==> src/rtl/wis_pkg.sv <==
package wis_pkg;

    localparam int DEF_WARPS        = 16;
    localparam int DEF_ISSUE_CYCLES = 4;

    // Where the issue window stands: open (no issue in flight), in its
    // last cycle (a new issue may start at the coming edge), or held.
    typedef enum logic [1:0] {
        PH_OPEN = 2'd0,
        PH_LAST = 2'd1,
        PH_HELD = 2'd2
    } slot_phase_e;

    // base + off wrapped into 0..n-1, for base < n and off <= n
    function automatic int wrap_idx(int base, int off, int n);
        int s;
        s = base + off;
        if (s >= n) s = s - n;
        return s;
    endfunction

    function automatic int id_width(int n);
        return (n > 1) ? $clog2(n) : 1;
    endfunction

endpackage

==> src/rtl/wis_scoreboard.sv <==
module wis_scoreboard
    import wis_pkg::*;
#(
    parameter int NW  = DEF_WARPS,
    parameter int IDW = id_width(NW)
) (
    input  logic           clk,
    input  logic           rst,
    input  logic [NW-1:0]  inst_valid,
    input  logic [NW-1:0]  opnd_rdy,
    input  logic           set_en,
    input  logic [IDW-1:0] set_id,
    input  logic           clr_en,
    input  logic [IDW-1:0] clr_id,
    output logic [NW-1:0]  eligible
);

    logic [NW-1:0] waiting;

    for (genvar w = 0; w < NW; w++) begin : g_warp
        always_ff @(posedge clk) begin
            if (rst) begin
                waiting[w] <= 1'b0;
            end else if (set_en && set_id == IDW'(w)) begin
                waiting[w] <= 1'b1;
            end else if (clr_en && clr_id == IDW'(w)) begin
                waiting[w] <= 1'b0;
            end
        end

        assign eligible[w] = inst_valid[w] & opnd_rdy[w] & ~waiting[w];


        load_block_chk: assert property (@(posedge clk) disable iff (rst)
            (set_en && set_id == IDW'(w)) |=> !eligible[w]);
    end

endmodule

==> src/rtl/wis_rr_pick.sv <==
module wis_rr_pick
    import wis_pkg::*;
#(
    parameter int NW  = DEF_WARPS,
    parameter int IDW = id_width(NW)
) (
    input  logic           clk,
    input  logic           rst,
    input  logic [NW-1:0]  req,
    input  logic           take,
    output logic           grant_valid,
    output logic [IDW-1:0] grant_id
);

    logic [IDW-1:0] last_id;
    logic [IDW-1:0] cand;

    always_ff @(posedge clk) begin
        if (rst) begin
            last_id <= IDW'(NW - 1);
        end else if (take) begin
            last_id <= grant_id;
        end
    end

    always_comb begin
        grant_valid = 1'b0;
        grant_id    = '0;
        cand        = '0;
        for (int k = 1; k <= NW; k++) begin
            cand = IDW'(wrap_idx(int'(last_id), k, NW));
            if (!grant_valid && req[cand]) begin
                grant_valid = 1'b1;
                grant_id    = cand;
            end
        end
    end


    grant_req_chk: assert property (@(posedge clk) disable iff (rst)
        (req != '0) |-> grant_valid);

endmodule

==> src/rtl/wis_slot_timer.sv <==
module wis_slot_timer
    import wis_pkg::*;
#(
    parameter int ISSUE_CYCLES = DEF_ISSUE_CYCLES,
    parameter int CW           = $clog2(ISSUE_CYCLES + 1)
) (
    input  logic clk,
    input  logic rst,
    input  logic start,
    output logic slot_free,
    output logic busy
);

    logic [CW-1:0] remain;
    slot_phase_e   phase;

    always_ff @(posedge clk) begin
        if (rst) begin
            remain <= '0;
        end else if (start) begin
            remain <= CW'(ISSUE_CYCLES);
        end else if (remain != '0) begin
            remain <= remain - 1'b1;
        end
    end

    always_comb begin
        if (remain == '0)           phase = PH_OPEN;
        else if (remain == CW'(1))  phase = PH_LAST;
        else                        phase = PH_HELD;
    end

    assign slot_free = (phase != PH_HELD);
    assign busy      = (phase != PH_OPEN);


    start_busy_chk: assert property (@(posedge clk) disable iff (rst)
        start |=> busy);

endmodule

==> src/rtl/warp_issue_sched.sv <==
module warp_issue_sched
    import wis_pkg::*;
#(
    parameter  int NUM_WARPS    = DEF_WARPS,
    parameter  int ISSUE_CYCLES = DEF_ISSUE_CYCLES,
    localparam int WID_W        = id_width(NUM_WARPS)
) (
    input  logic                 clk,
    input  logic                 rst,
    input  logic [NUM_WARPS-1:0] inst_valid,
    input  logic [NUM_WARPS-1:0] inst_is_load,
    input  logic [NUM_WARPS-1:0] opnd_rdy,
    input  logic                 ld_ret_valid,
    input  logic [WID_W-1:0]     ld_ret_warp,
    output logic                 issue_o,
    output logic [WID_W-1:0]     issue_warp_o,
    output logic                 busy_o,
    output logic                 stall_o
);

    logic [NUM_WARPS-1:0] eligible;
    logic                 grant_valid;
    logic [WID_W-1:0]     grant_id;
    logic                 slot_free;
    logic                 issue_go;

    wis_scoreboard #(.NW(NUM_WARPS), .IDW(WID_W)) u_sb (
        .clk        (clk),
        .rst        (rst),
        .inst_valid (inst_valid),
        .opnd_rdy   (opnd_rdy),
        .set_en     (issue_go && inst_is_load[grant_id]),
        .set_id     (grant_id),
        .clr_en     (ld_ret_valid),
        .clr_id     (ld_ret_warp),
        .eligible   (eligible)
    );

    wis_rr_pick #(.NW(NUM_WARPS), .IDW(WID_W)) u_pick (
        .clk         (clk),
        .rst         (rst),
        .req         (eligible),
        .take        (issue_go),
        .grant_valid (grant_valid),
        .grant_id    (grant_id)
    );

    wis_slot_timer #(.ISSUE_CYCLES(ISSUE_CYCLES)) u_timer (
        .clk       (clk),
        .rst       (rst),
        .start     (issue_go),
        .slot_free (slot_free),
        .busy      (busy_o)
    );

    assign issue_go = slot_free & grant_valid;
    assign stall_o  = slot_free & ~grant_valid;

    always_ff @(posedge clk) begin
        if (rst) begin
            issue_o      <= 1'b0;
            issue_warp_o <= '0;
        end else begin
            issue_o <= issue_go;
            if (issue_go) issue_warp_o <= grant_id;
        end
    end

    // Input-side record and gap counter, kept for the checks below only
    logic [NUM_WARPS-1:0] ready_seen;
    int                   since_issue;

    always_ff @(posedge clk) begin
        if (rst) begin
            ready_seen  <= '0;
            since_issue <= ISSUE_CYCLES;
        end else begin
            ready_seen <= inst_valid & opnd_rdy;
            if (issue_o)                         since_issue <= 1;
            else if (since_issue < ISSUE_CYCLES) since_issue <= since_issue + 1;
        end
    end


    issue_ready_chk: assert property (@(posedge clk) disable iff (rst)
        issue_o |-> ready_seen[issue_warp_o]);


    issue_gap_chk: assert property (@(posedge clk) disable iff (rst)
        issue_o |-> (since_issue >= ISSUE_CYCLES));


    issue_busy_chk: assert property (@(posedge clk) disable iff (rst)
        issue_o |-> busy_o);


    stall_quiet_chk: assert property (@(posedge clk) disable iff (rst)
        stall_o |=> !issue_o);

endmodule

==> config.mk <==
export PLATFORM = sky130hd
export DESIGN_NAME = warp_issue_sched
export DESIGN_NICKNAME = d
export VERILOG_FILES = /design/src/rtl/wis_pkg.sv /design/src/rtl/wis_scoreboard.sv /design/src/rtl/wis_rr_pick.sv /design/src/rtl/wis_slot_timer.sv /design/src/rtl/warp_issue_sched.sv
export SDC_FILE = /design/constraint.sdc
export NUM_CORES = 1
export LEC_CHECK = 0
export ABC_AREA = 1
export CAP_MARGIN = 20
export CORE_UTILIZATION = 30
export CTS_CLUSTER_SIZE = 25
export DETAILED_ROUTE_END_ITERATION = 10
export SYNTH_ARGS = -nofsm -noshare
export SYNTH_HDL_FRONTEND = slang
export SYNTH_SLANG_ARGS = --single-unit
==> constraint.sdc <==
create_clock -name clk -period 5.5 [get_ports clk]
set_input_delay 1.1 -clock clk [delete_from_list [all_inputs] [get_ports clk]]
set_output_delay 1.1 -clock clk [all_outputs]
set_load 0.01 [all_outputs]
---- After elaboration in Yosys (flattened, before gate mapping) ----
Index checks and enable logic that the tools add are counted.
operators by class
  bitwise logic cells ..................... 51
  magnitude comparators ................... 33
  reductions and logical operators ........ 86
  equal/unequal tests ..................... 32
  muxes and demuxes ....................... 118
  add/sub/neg operators ................... 33
operators with widths
  kind                   count
  $mux W4                32
  $lt A4 B5 Y1 const B   17
  $ge A5 B5 Y1 const B   15
  $bmux W1 S4            17
  $mux W1                65
  $eq A4 B4 Y1 const B   16
  $sub A4 B1 Y4 const B  16
  $logic_and A1 B1 Y1    48
  $add A4 B4 Y5 const B  8
  $reduce_bool A2 Y1     18
  $and A1 B1 Y1          34
  $eq A4 B3 Y1 const B   8
  $add A4 B3 Y5 const B  4
  $not A1 Y1             17
  $eq A4 B2 Y1 const B   4
  $logic_not A1 Y1       15
  $add A4 B2 Y5 const B  2
  $eq A4 B1 Y1 const B   2
  $logic_not A4 Y1       2
  $add A4 B5 Y6 const B  1
  $ge A6 B5 Y1 const B   1
  $mux W3                2
  $add A4 B1 Y5 const B  1
  $mux W2                2
  other kinds (6)        6
word-level totals
  output and inout port bits .............. 7
  logic and storage cells ................. 374
  flip-flop bits (word level) ............. 28
  bits of input ports ..................... 55

---- Logic depth before layout (Yosys ltp) ----
  word-level depth ........................ 56
  gate-level depth with buffers ........... 36
  mapped depth without buffers ............ 32

---- By module ----
From an unflattened synthesis, not the netlist that was laid out.
unflattened totals
  cells, all modules ...................... 602
  area, all modules ....................... 3442.1 um2
by module, submodules not included
  module            area an instance (um2)  instances  sequential area each (um2)  cells an instance
  wis_rr_pick       1953.1                  1          80.1                        361
  wis_scoreboard    907.1                   1          320.3                       148
  warp_issue_sched  384.1                   1          100.1                       64
  wis_slot_timer    197.7                   1          60.1                        29

---- Worst setup path before layout ----
Ideal clock, no wire load.
  path type ............................... reg-to-output
  from .................................... register u_pick.last_id[1]
  to ...................................... output port stall_o
  data arrival time ....................... 3180 ps
  buffers on the path ..................... 3
  setup slack ............................. 1220 ps
  required time ........................... 4400 ps
  stages on the path, launching flop included .. 19
  cell sequence ........................... dfxtp_1 > inv_1 > buf_2 > buf_1 > ha_1 > inv_1 > buf_2 > nand3_1 > nand3_1 > nand3_1 > nand2_2 > nand3_4 > nor2_4 > nand4_2 > nor3_4 > nand4_2 > nor2_4 > nand3_1 > nor3_1
between the ends
  word-level cells in the longest chain between the ends .. 53
  elaborated cells on any way between the ends .. 144
  those cells by class .................... 32 x add/sub; 16 x order compare; 64 x mux; 2 x bitwise; 30 x reduce/logical
RTL lines
  what                                           line                    RTL
  start, declared                                wis_rr_pick.sv:15       logic [IDW-1:0] last_id;
  start signal, assigned                         wis_rr_pick.sv:20       last_id <= IDW'(NW - 1);
  start signal, assigned                         wis_rr_pick.sv:22       last_id <= grant_id;
  $add A4 B1 Y5                                  wis_pkg.sv:17           s = base + off;
  $sub A4 B1 Y4 or $ge A5 B5 Y1 (tied branches)  wis_pkg.sv:18           if (s >= n) s = s - n;
  $mux W4                                        wis_pkg.sv:18
  $bmux W1 S4                                    wis_rr_pick.sv:32       if (!grant_valid && req[cand]) begin
  $mux W1 (implied by the code)                  wis_rr_pick.sv:32
  $mux W1                                        wis_rr_pick.sv:32
  $logic_not A1 Y1                               wis_rr_pick.sv:32
  $logic_and A1 B1 Y1                            wis_rr_pick.sv:32
  (+37 left out)                                 n/a
  $logic_not A1 Y1                               wis_rr_pick.sv:32
  $logic_and A1 B1 Y1                            wis_rr_pick.sv:32
  $mux W1                                        wis_rr_pick.sv:32
  $logic_not A1 Y1                               wis_rr_pick.sv:32
  $logic_and A1 B1 Y1                            wis_rr_pick.sv:32
  $mux W1 (*)                                    wis_rr_pick.sv:32
  $not A1 Y1 (*)                                 warp_issue_sched.sv:57  assign stall_o = slot_free & ~grant_valid;
  $and A1 B1 Y1 (*)                              warp_issue_sched.sv:57
  end, declared                                  warp_issue_sched.sv:18  output logic stall_o
Mark *: on every way between the ends. The rest lies on a longest branch, timed or not. The select of a mux whose other input is x is not followed.

---- Worst setup path after layout ----
  from .................................... input port inst_valid[12]
  to ...................................... output port stall_o
between the ends
  word-level cells in the longest chain between the ends .. 52
  elaborated cells on any way between the ends .. 82
  those cells by class .................... 48 x mux; 4 x bitwise; 30 x reduce/logical
RTL lines
  what                             line                    RTL
  start, declared                  warp_issue_sched.sv:10  input logic [NUM_WARPS-1:0] inst_valid,
  $and A1 B1 Y1 (*) (2 in series)  wis_scoreboard.sv:31    assign eligible[w] = inst_valid[w] & opnd_rdy[w] & ~waiting[w];
  $bmux W1 S4                      wis_rr_pick.sv:32
  $mux W1 (implied by the code)    wis_rr_pick.sv:32
  $mux W1                          wis_rr_pick.sv:32
  $logic_not A1 Y1                 wis_rr_pick.sv:32
  $logic_and A1 B1 Y1              wis_rr_pick.sv:32
  $mux W1                          wis_rr_pick.sv:32
  $logic_not A1 Y1                 wis_rr_pick.sv:32
  (+35 left out)                   n/a
  $logic_not A1 Y1                 wis_rr_pick.sv:32
  $logic_and A1 B1 Y1              wis_rr_pick.sv:32
  $mux W1                          wis_rr_pick.sv:32
  $logic_not A1 Y1                 wis_rr_pick.sv:32
  $logic_and A1 B1 Y1              wis_rr_pick.sv:32
  $mux W1 (*)                      wis_rr_pick.sv:32
  $not A1 Y1 (*)                   warp_issue_sched.sv:57
  $and A1 B1 Y1 (*)                warp_issue_sched.sv:57
Marks and branches as above.

==> results.tsv <==
stage	metric	value	unit
run_status	status	complete, no violations	
floorplanning	io_pins	62	
yosys	yosysSeqAreaShare	0.160	
worst_setup_path	crit_fanout	5	
sta	slew_headroom	0.468	
final_layout	layout_commonest_cell	nand2_1	
yosys	synth_cell_types	46	
final_layout	area_growth	24.9	%
worst_setup_path	crit_top_cell	nand2_1	
global_route	grt.overflow.total	0	
cts	cts.sinks	28	
cts	cts.hold.buffers_added	0	
global_route	grt_max_degree	24	
sta	min_period	5.03	ns
worst_setup_path	critPathTopFamily	simple AND/OR/NAND/NOR gates	
sta	grt_setup_unrepaired	no	
final_layout	drive_above_1_share	0.0695	
floorplanning	rows	39	
worst_setup_path	cp_slowest_cell	clkdlybuf4s50_1	
drt	vias	4245	
drt	drc	0	
final_layout	fillers	1279	
place	portBuffers	61	
sta	worst_slack	0.466	ns
cts	clock_latency	0.26	ns
drt	final_antenna_net_count	0	
hold_path	hold_depth	2	
worst_setup_path	cpPeakStageDelay	0.57	ns
hold_path	hold_path_end	issue_warp_o[0]	
floorplanning	die_x	110	um
drt	dr.pass1.iters	5	
sta	fmax	0.199	GHz
yosys	syn_area	3500	um2
worst_setup_path	r2r_end	u_sb.waiting[5]	
global_route	grt_pass1_vias	3936	
cts	htreeDepth	1	
final_layout	num_antenna_cells	0	
hold_path	hold_start	issue_warp_o[0]	
floorplanning	die_area	12100	um2
place	dp.cells	830	
worst_setup_path	critPathBufInv	2	
global_route	grt_usage	0.207	
job	maxCapViolations	0	
worst_setup_path	required	4.40	ns
place	hpwl	9.77	mm
worst_setup_path	arrival	3.93	ns
yosys	synthCells	630	
worst_setup_path	cp-start-kind	input pin	
sta	fin_worst_skew	0.00655	ns
cts	numCtsBuffers	3	
cts	post_cts_buffers	0	
worst_setup_path	rr_worst_depth	26	
place	place_ws	0.460	ns
sta	hold_violations	0	
yosys	synth_fp_nets	695	
floorplanning	coreArea	11400	um2
final_layout	fin_cells	834	
sta	slew_violations	0	
cts	clk_path_buf_depth	2	
drt	wirelength	11.8	mm
worst_setup_path	cp_num_cells	17	
yosys	avgSynthCellArea	5.55	um2
sta	setup_violations	0	
sta	worst_pin_slew	0.790	ns
floorplanning	start_util	0.308	
worst_setup_path	crit_path_end_kind	primary output	
worst_setup_path	r2r_slack	1.13	ns
cts	cts_tree	yes	
floorplanning	die_h	110	um
yosys	synth_warnings	0	
cts	clk_pin_slew	0.06	ns
sta	setup_tns	0	ns
hold_path	hold_class	register to register	
drt	drt_iter0_drc	239	
cts	cts.repair.resized	0	
yosys	synth-seq-cells	28	
worst_setup_path	regToRegStartpoint	u_pick.last_id[0]	
worst_setup_path	crit_chain	clkdlybuf4s50_1 > nand2_1 > nor2_1 > nand2_1 > nand2_1 > nand2_1 > nand3_1 > nand3b_1 > nand2_1 > nor2_4 > nand4_2 > nor3_4 > nand4_2 > nor2_4 > nand3_1 > nor3_1 > clkdlybuf4s50_1	
final_layout	final_cell_mix	207 x nand2_1, 103 x nand3_1, 71 x nor2_1	
drt	viasPerCell	5.09	
place	place.gp.congestion	0.927	
sta	fin_crit_sh	0.915	
worst_setup_path	critPathKind	input pin to primary output	
global_route	antenna_found_initial	0	
drt	wl_per_cell	14.1	um
global_route	grt_pass1_wl	19.6	mm
final_layout	nNetsFinal	757	
cts	cts-root-buf	clkbuf_16	
-- through the flow --
stage                     area [um2]  hold WS (ns)   util
after floorplan                 3500         0.443      -
after global placement          4270         0.457  0.375
after detailed placement        4270         0.448  0.375
after CTS                       4370         0.475  0.385
after global routing            4370         0.492  0.385
final                           4370         0.471  0.385
-- synthesized netlist by cell type (all sizes together) --
cell type  count  area [um2]
a22oi          3        22.5
o21bai         1        11.3
o21ai         30         154
xor2           6        71.3
a31oi          3        18.8
o41ai          1        8.76
buf           14         105
a21boi         1        7.51
inv           73         277
and2           1        6.26
clkbuf         2        7.51
a211oi         1        7.51
nand4         18         140
o22ai          1        6.26
nor3           5        41.3
ha            10         125
nand2        210         801
clkinv         2        7.51
xnor2          2        25.0
nand3b         5        37.5
a21oi         24         131
nor4           1        6.26
o31ai          5        37.5
nor2          76         313
dfxtp         28         561
nand3        107         571
-- final cells by class --
class | count | area, um2 | area share
Clock buffer | 3 | 75.1 | 0.0172
Clock inverter | 1 | 30.0 | 0.00687
Inverter | 75 | 284 | 0.0650
Multi-Input combinational cell | 511 | 2540 | 0.582
Sequential cell | 28 | 561 | 0.128
Tap cell | 143 | 179 | 0.0409
Timing Repair Buffer | 73 | 701 | 0.160
-- sequential cells by signal (all words and copies together) (netlist names) --
name / cells
issue_o: 1
u_timer.remain: 3
issue_warp_o: 4
u_sb.waiting: 16
u_pick.last_id: 4
-- worst max path at each step --
stage	from	endpoint	slack, ns
floorplan	u_pick.last_id[1]	stall_o	1.22
global placement	inst_valid[12]	stall_o	0.48
detailed placement	inst_valid[12]	stall_o	0.46
CTS	inst_valid[2]	stall_o	0.44
global route	inst_valid[12]	stall_o	0.15
finish	inst_valid[12]	stall_o	0.47
-- logic make-up after synthesis --
| kind of cell | count (synthesis) | share of synthesized area |
|---|---|---|
| AO/OA/AOI/OAI | 70 | 0.116 |
| flip-flops | 28 | 0.160 |
| XOR/XNOR | 8 | 0.0275 |
| AND/OR/NAND/NOR | 423 | 0.547 |
| adder cells (fa/ha/maj) | 10 | 0.0358 |
| buffers and inverters | 91 | 0.113 |
-- layer usage --
metal,up-vias,routed length [um],global-route usage
met3,8,668,0.0141
met2,141,5360,0.342
li1,2184,-,-
met4,0,95,0.0305
met5,-,0,0
met1,1912,5660,0.299
-- worst reg2reg max path, stage by stage, from the launching register on --
cell     delay [ns]
dfxtp_1        0.32
inv_2          0.27
ha_1           0.31
inv_1          0.38
nand3_1        0.17
nand3_1        0.19
nand3_1        0.11
nand2_2        0.12
nand3_4        0.09
buf_4          0.16
a21oi_1        0.24
nand2_1        0.08
nand2_1        0.07
nand3_1        0.06
nor2_1         0.09
nand3_1        0.10
nor2_1         0.10
nand2_1        0.06
nand2_1        0.05
nand3_1        0.10
o21ai_1        0.37
a21oi_1        0.13
nand2_1        0.08
nand2_1        0.08
nor2_4         0.26
nand3_1        0.16
a21oi_2        0.14
Power is left out: the tool's default activity adds up to more than one toggle a clock period on the data nets, which glitch-free logic cannot reach.
